<file path="src/rtl/pcseq_pkg.sv">
package pcseq_pkg;
  localparam int OP_W = 3;

  typedef enum logic [OP_W-1:0] {
    OP_ADV     = 3'd0,
    OP_SKIP    = 3'd1,
    OP_JUMP    = 3'd2,
    OP_JUMP_R0 = 3'd3,
    OP_CALL    = 3'd4,
    OP_RET     = 3'd5
  } pc_op_e;
endpackage

</file>
<file path="src/rtl/pcseq_next.sv">
module pcseq_next
  import pcseq_pkg::*;
#(
  parameter int ADDR_W = 12,
  parameter int REG_W  = 8,
  parameter int STEP   = 2
) (
  input  logic [OP_W-1:0]   op,
  input  logic [ADDR_W-1:0] pc,
  input  logic              skip_hit,
  input  logic [ADDR_W-1:0] target,
  input  logic [REG_W-1:0]  reg0,
  input  logic [ADDR_W-1:0] ret_addr,
  output logic [ADDR_W-1:0] pc_next
);
  localparam logic [ADDR_W-1:0] STEP_V  = ADDR_W'(STEP);
  localparam logic [ADDR_W-1:0] DSTEP_V = ADDR_W'(2 * STEP);

  logic [ADDR_W-1:0] reg0_ext;
  assign reg0_ext = ADDR_W'(reg0);

  always_comb begin
    case (op)
      OP_SKIP:    pc_next = pc + (skip_hit ? DSTEP_V : STEP_V);
      OP_JUMP:    pc_next = target;
      OP_JUMP_R0: pc_next = target + reg0_ext;
      OP_CALL:    pc_next = target;
      OP_RET:     pc_next = ret_addr + STEP_V;
      default:    pc_next = pc + STEP_V;
    endcase
  end
endmodule

</file>
<file path="src/rtl/pcseq_stack.sv">
module pcseq_stack #(
  parameter int ADDR_W = 12,
  parameter int DEPTH  = 16,
  parameter int LIMIT  = 15,
  localparam int DW    = $clog2(DEPTH + 1),
  localparam int IW    = $clog2(DEPTH)
) (
  input  logic              clk,
  input  logic              rst_n,
  input  logic              push,
  input  logic              pop,
  input  logic [ADDR_W-1:0] din,
  output logic [ADDR_W-1:0] dout,
  output logic [DW-1:0]     depth,
  output logic              full,
  output logic              empty
);
  logic [ADDR_W-1:0] slot [DEPTH];
  logic [DW-1:0]     cnt;
  logic [DW-1:0]     top_idx;
  logic              do_push;
  logic              do_pop;

  assign full    = (cnt >= DW'(LIMIT));
  assign empty   = (cnt == '0);
  assign do_push = push && !full;
  assign do_pop  = pop && !empty;
  assign top_idx = cnt - 1'b1;
  assign depth   = cnt;
  assign dout    = empty ? '0 : slot[top_idx[IW-1:0]];

  always_ff @(posedge clk or negedge rst_n) begin
    if (!rst_n) cnt <= '0;
    else if (do_push) cnt <= cnt + 1'b1;
    else if (do_pop) cnt <= cnt - 1'b1;
  end

  for (genvar g = 0; g < DEPTH; g++) begin : g_slot
    always_ff @(posedge clk) begin
      if (do_push && (cnt[IW-1:0] == IW'(g))) slot[g] <= din;
    end
  end
endmodule

</file>
<file path="src/rtl/pcseq_fault.sv">
module pcseq_fault (
  input  logic clk,
  input  logic rst_n,
  input  logic ovf_ev,
  input  logic unf_ev,
  input  logic prot_ev,
  output logic fault_ovf,
  output logic fault_unf,
  output logic fault_prot,
  output logic fault_any
);
  always_ff @(posedge clk or negedge rst_n) begin
    if (!rst_n) begin
      fault_ovf  <= 1'b0;
      fault_unf  <= 1'b0;
      fault_prot <= 1'b0;
    end else begin
      if (ovf_ev)  fault_ovf  <= 1'b1;
      if (unf_ev)  fault_unf  <= 1'b1;
      if (prot_ev) fault_prot <= 1'b1;
    end
  end

  assign fault_any = fault_ovf | fault_unf | fault_prot;
endmodule

</file>
<file path="src/rtl/pcseq_top.sv">
module pcseq_top
  import pcseq_pkg::*;
#(
  parameter int ADDR_W      = 12,
  parameter int REG_W       = 8,
  parameter int STACK_DEPTH = 16,
  parameter int STACK_LIMIT = 15,
  parameter int RESET_PC    = 'h200,
  parameter int PROT_LIMIT  = 512,
  parameter int INSTR_BYTES = 2,
  localparam int DEPTH_W    = $clog2(STACK_DEPTH + 1)
) (
  input  logic              clk,
  input  logic              rst_n,
  input  logic              cmd_valid,
  output logic              cmd_ready,
  input  logic [OP_W-1:0]   cmd_op,
  input  logic              skip_hit,
  input  logic [ADDR_W-1:0] target,
  input  logic [REG_W-1:0]  reg0,
  input  logic              dwr_en,
  input  logic [ADDR_W-1:0] dwr_addr,
  output logic [ADDR_W-1:0] fetch_hi_addr,
  output logic [ADDR_W-1:0] fetch_lo_addr,
  output logic [DEPTH_W-1:0] depth,
  output logic              fault_any,
  output logic              fault_ovf,
  output logic              fault_unf,
  output logic              fault_prot
);
  logic [ADDR_W-1:0] pc_q;
  logic [ADDR_W-1:0] pc_next;
  logic [ADDR_W-1:0] stk_top;
  logic              stk_full;
  logic              stk_empty;
  logic              accept;
  logic              is_call;
  logic              is_ret;
  logic              ovf_ev;
  logic              unf_ev;
  logic              prot_ev;

  assign cmd_ready = !fault_any;
  assign accept    = cmd_valid && cmd_ready;
  assign is_call   = accept && (cmd_op == OP_CALL);
  assign is_ret    = accept && (cmd_op == OP_RET);
  assign ovf_ev    = is_call && stk_full;
  assign unf_ev    = is_ret && stk_empty;
  assign prot_ev   = dwr_en && (dwr_addr < ADDR_W'(PROT_LIMIT));

  pcseq_next #(
    .ADDR_W (ADDR_W),
    .REG_W  (REG_W),
    .STEP   (INSTR_BYTES)
  ) u_next (
    .op       (cmd_op),
    .pc       (pc_q),
    .skip_hit (skip_hit),
    .target   (target),
    .reg0     (reg0),
    .ret_addr (stk_top),
    .pc_next  (pc_next)
  );

  pcseq_stack #(
    .ADDR_W (ADDR_W),
    .DEPTH  (STACK_DEPTH),
    .LIMIT  (STACK_LIMIT)
  ) u_stack (
    .clk   (clk),
    .rst_n (rst_n),
    .push  (is_call),
    .pop   (is_ret),
    .din   (pc_q),
    .dout  (stk_top),
    .depth (depth),
    .full  (stk_full),
    .empty (stk_empty)
  );

  pcseq_fault u_fault (
    .clk        (clk),
    .rst_n      (rst_n),
    .ovf_ev     (ovf_ev),
    .unf_ev     (unf_ev),
    .prot_ev    (prot_ev),
    .fault_ovf  (fault_ovf),
    .fault_unf  (fault_unf),
    .fault_prot (fault_prot),
    .fault_any  (fault_any)
  );

  always_ff @(posedge clk or negedge rst_n) begin
    if (!rst_n) pc_q <= ADDR_W'(RESET_PC);
    else if (accept && !ovf_ev && !unf_ev) pc_q <= pc_next;
  end

  assign fetch_hi_addr = pc_q;
  assign fetch_lo_addr = pc_q + 1'b1;
endmodule

</file>
<file path="config.mk">
export PLATFORM = sky130hd
export DESIGN_NAME = pcseq_top
export DESIGN_NICKNAME = d
export VERILOG_FILES = /design/src/rtl/pcseq_pkg.sv /design/src/rtl/pcseq_next.sv /design/src/rtl/pcseq_stack.sv /design/src/rtl/pcseq_fault.sv /design/src/rtl/pcseq_top.sv
export SDC_FILE = /design/constraint.sdc
export NUM_CORES = 1
export LEC_CHECK = 0
export ABC_AREA = 1
export BUFFER_PORTS_ARGS = -buffer_cell sky130_fd_sc_hd__buf_2
export CORE_ASPECT_RATIO = 0.7
export CORE_UTILIZATION = 60
export CTS_BUF_LIST = sky130_fd_sc_hd__clkbuf_4 sky130_fd_sc_hd__clkbuf_8
export CTS_CLUSTER_SIZE = 20
export DETAILED_ROUTE_END_ITERATION = 16
export MAX_ROUTING_LAYER = met4
export PLACE_DENSITY = 0.77
export SYNTH_ARGS = -nofsm -noshare
export SYNTH_HDL_FRONTEND = slang
export SYNTH_HIERARCHICAL = 1
export SYNTH_SLANG_ARGS = --single-unit
</file>
<file path="constraint.sdc">
create_clock -name clk -period 3.65 [get_ports clk]
set_clock_uncertainty 0.05 [all_clocks]
set_input_delay 0.365 -clock clk [delete_from_list [all_inputs] [get_ports clk]]
set_output_delay 0.365 -clock clk [all_outputs]
set_load 0.005 [all_outputs]
</file>
==> impl_metrics.csv <==
group,metric,value,unit
worst_hold_path,worstHoldStart,"dwr_addr[11]",
cells_and_area,n_antenna_cell,0,
timing,min_period,3.43,ns
cts,clock_latency,0.58,ns
worst_setup_path,cp_max_fo,12,
floorplan,die_w,162,um
outcome,status,"complete, no violations",
floorplan,start_util,62.1,%
yosys,synth_area_leaders,"edfxtp_1, nand2_1, nand3_1",
timing,finalHoldViolCount,0,
placed_design,port_buffers,64,
grt,grt-ovfl-total,0,
placed_design,dp_hpwl,17900,um
worst_hold_path,holdPathEnd,"u_fault/fault_prot",
worst_setup_path,reg2reg_to,"fetch_hi_addr[10]",
grt,grt_pass1_wl,41800,um
yosys,synth_enable_flop_cells,192,
cells_and_area,drive_gt1_share,16.1,%
worst_setup_path,r2r_start,"u_stack/depth[0]",
timing,slew_viol_final,0,
cts,postCtsSetupBuffers,0,
timing,setup_viol,0,
worst_setup_path,worstSetupStartpointType,"flop",
yosys,synthXorXnorAreaFrac,1.04,%
grt,track_usage,31.1,%
worst_setup_path,crit_arrival,3.84,ns
routing,wl_met1,12000,um
floorplan,io_pins,74,
power,p_total,9.85,mW
routing,wl_met2,11000,um
timing,relSlewSlack,37.1,%
yosys,yosysWarnings,6,
timing,rsz0062_at_grt,"no",
cts,cts_inserted_buffers,31,
yosys,synth_common_cells,"nand2_1, edfxtp_1, nand3_1",
grt,grt_pass1_vias,7625,
yosys,async_reset_ff_share,9.43,%
worst_setup_path,rrSetupSlack,0.22,ns
yosys,synth_top_area_share,53.6,%
yosys,synthAdderAreaFrac,2.35,%
yosys,synthMuxAreaShare,0,%
cts,numClockSinks,212,
cts,clockBufferDepth,3,
timing,finalCritPeriodShare,93.9,%
cts,h-tree-depth,1,
power,power_leakage,5.09,nW
yosys,ys_types,45,
routing,first_iter_violations,1135,
power,ir_drop,0.000935,V
routing,wl_per_cell,18.3,um
routing,ant_nets,0,
grt,grt_antenna_before_repair,0,
placed_design,dp_cells,1439,
worst_setup_path,worstRegToRegCells,19,
floorplan,core,17300,um2
routing,drc,0,
worst_setup_path,crit_required,4.07,ns
worst_hold_path,worstHoldPathCells,3,
timing,tightest_slew,0.943,ns
yosys,synth-simple-area-share,29.2,%
floorplan,dieHeight,114,um
cells_and_area,fin_util,69.8,%
yosys,syn_area_per_cell,9.33,um2
cts,cts_resized,0,
yosys,synth_compound_area_share,3.70,%
yosys,synth-seq-cells,212,
cells_and_area,nets,1301,
yosys,syn_area,10800,um2
timing,tns,0,ns
yosys,synthCells,1152,
cts,root_buffer,"clkbuf_8",
routing,wl_met3,3790,um
timing,max_freq,292,MHz
yosys,yosysTopAreaCell,"edfxtp_1",
routing,via_count,8612,
yosys,synth_top_family_by_area,"simple AND/OR/NAND/NOR gates",
yosys,ys.flop_type,"edfxtp_1",
worst_setup_path,crit_type,"reg2reg",
floorplan,rows,40,
cts,cts_tree,"done",
grt,grt_max_degree,103,
cells_and_area,finalNonFillerCells,1495,
job,drv_cap,0,
timing,hold_slack,0.104,ns
routing,highest_layer,"met4",
yosys,ys_seq_area_share,58.3,%
cells_and_area,syn_to_final_growth,12.5,%
worst_hold_path,hold_path.class,"in2reg",
placed_design,gp_congestion,0.996,
routing,drt_pass1_iterations,5,
worst_setup_path,crit_path_end_kind,"flop",
power,power_density,815,nW/um2
yosys,yosys.cell_count.top_type,"nand2_1",
routing,routed_wl,27400,um
floorplan,die_area,18500,um2
cts,path_clk_slew,0.06,ns
routing,vias_per_cell,5.76,
yosys,syn_nets,1211,
==> layout by cell type (no fill, tap or decap), drive strengths merged <==
cell type and instances:
nor3 12, o21ai 21, o21bai 3, and2 2, ha 17, a22o 1
a21oi 38, nor2 74, bufinv 1, a31oi 2, nand3 191, xnor2 2
o2111ai 2, edfxtp 192, xor2 9, dlygate4sd3 1, nand2 397, dfstp 1
nor4 1, buf 105, clkinv 7, o211ai 2, inv 86, clkbuf 46
nand4 21, fa 2, dfrtp 19, nand3b 1, or2 8
==> worst max-delay path, cell delays in order (launching register included) <==
cell     delay, ns
dfrtp_4       0.43
inv_2         0.07
ha_2          0.23
xnor2_2       0.62
buf_4         0.35
nand3_1       0.10
nand3_1       0.15
nand2_1       0.07
nor2_1        0.15
nand4_1       0.17
nand2_4       0.16
nand2_2       0.08
nor2_4        0.11
nand2_2       0.07
nor2_2        0.13
nand3_1       0.08
nand2_1       0.10
nand2_1       0.06
nand3_1       0.07
nand2_1       0.06
==> final cells by class <==
class                   count  area [um2]
clock buffers              46         558
clock inverters             9        72.6
fillers                  1348        5230
inverters                  85         324
multi-input cells         806        3900
flip-flops and latches    212        6270
well taps                 231         289
repair buffers            106         676
==> how the worst max path moves through the flow <==
stage / startpoint / to
CTS: u_stack/depth[0] / fetch_hi_addr[10]
global route: u_stack/depth[0] / fetch_hi_addr[10]
floorplan: u_stack/depth[0] / fetch_hi_addr[7]
detailed placement: u_stack/depth[0] / fetch_hi_addr[10]
finish: u_stack/depth[0] / fetch_hi_addr[10]
global placement: u_stack/depth[0] / fetch_hi_addr[10]
==> state kept, by name, summed over array words and instances (netlist names) <==
register            cells
fetch_hi_addr          12
u_stack/slot          192
u_stack/depth           5
u_fault/fault_ovf       1
u_fault/fault_prot      1
u_fault/fault_unf       1
==> cells by family (layout without fill, tap and decap cells) <==
logic type / count (synthesis) / count (layout)
buffers and inverters: 134 / 246
AOI/OAI and AO/OA: 69 / 69
xor gates and xnor gates: 11 / 11
adders and majority gates: 19 / 19
DFF: 212 / 212
and+or+nand+nor: 707 / 707
==> report_power, final <==
part / leakage (nW) / switching [mW] / internal [mW] / total, mW
clock network: 0.334 / 0.891 / 1.05 / 1.94
logic: 2.75 / 3.16 / 1.45 / 4.62
registers: 2.00 / 0.278 / 3.01 / 3.29
==> through the flow <==
stage	instance area (um2)	setup WS, ns
after CTS	12100	0.287
after detailed placement	11400	0.308
after global placement	11400	0.355
after floorplan	10800	0.299
after global routing	12100	0.00723
final	12100	0.224
==> layer usage <==
metal / GRT usage (%) / up-vias
met4: 7.86 / 0
met5: - / -
li1: - / 4077
met2: 41.5 / 532
met3: 7.49 / 43
met1: 47.2 / 3960
==> repair_timing <==
item | 4_1_cts | 5_1_grt
endpoints found under the hold margin | 19 | 0
hold buffers | 1 | 0
setup endpoints to repair | 0 | 0
Power figures use the tool's default switching activity.
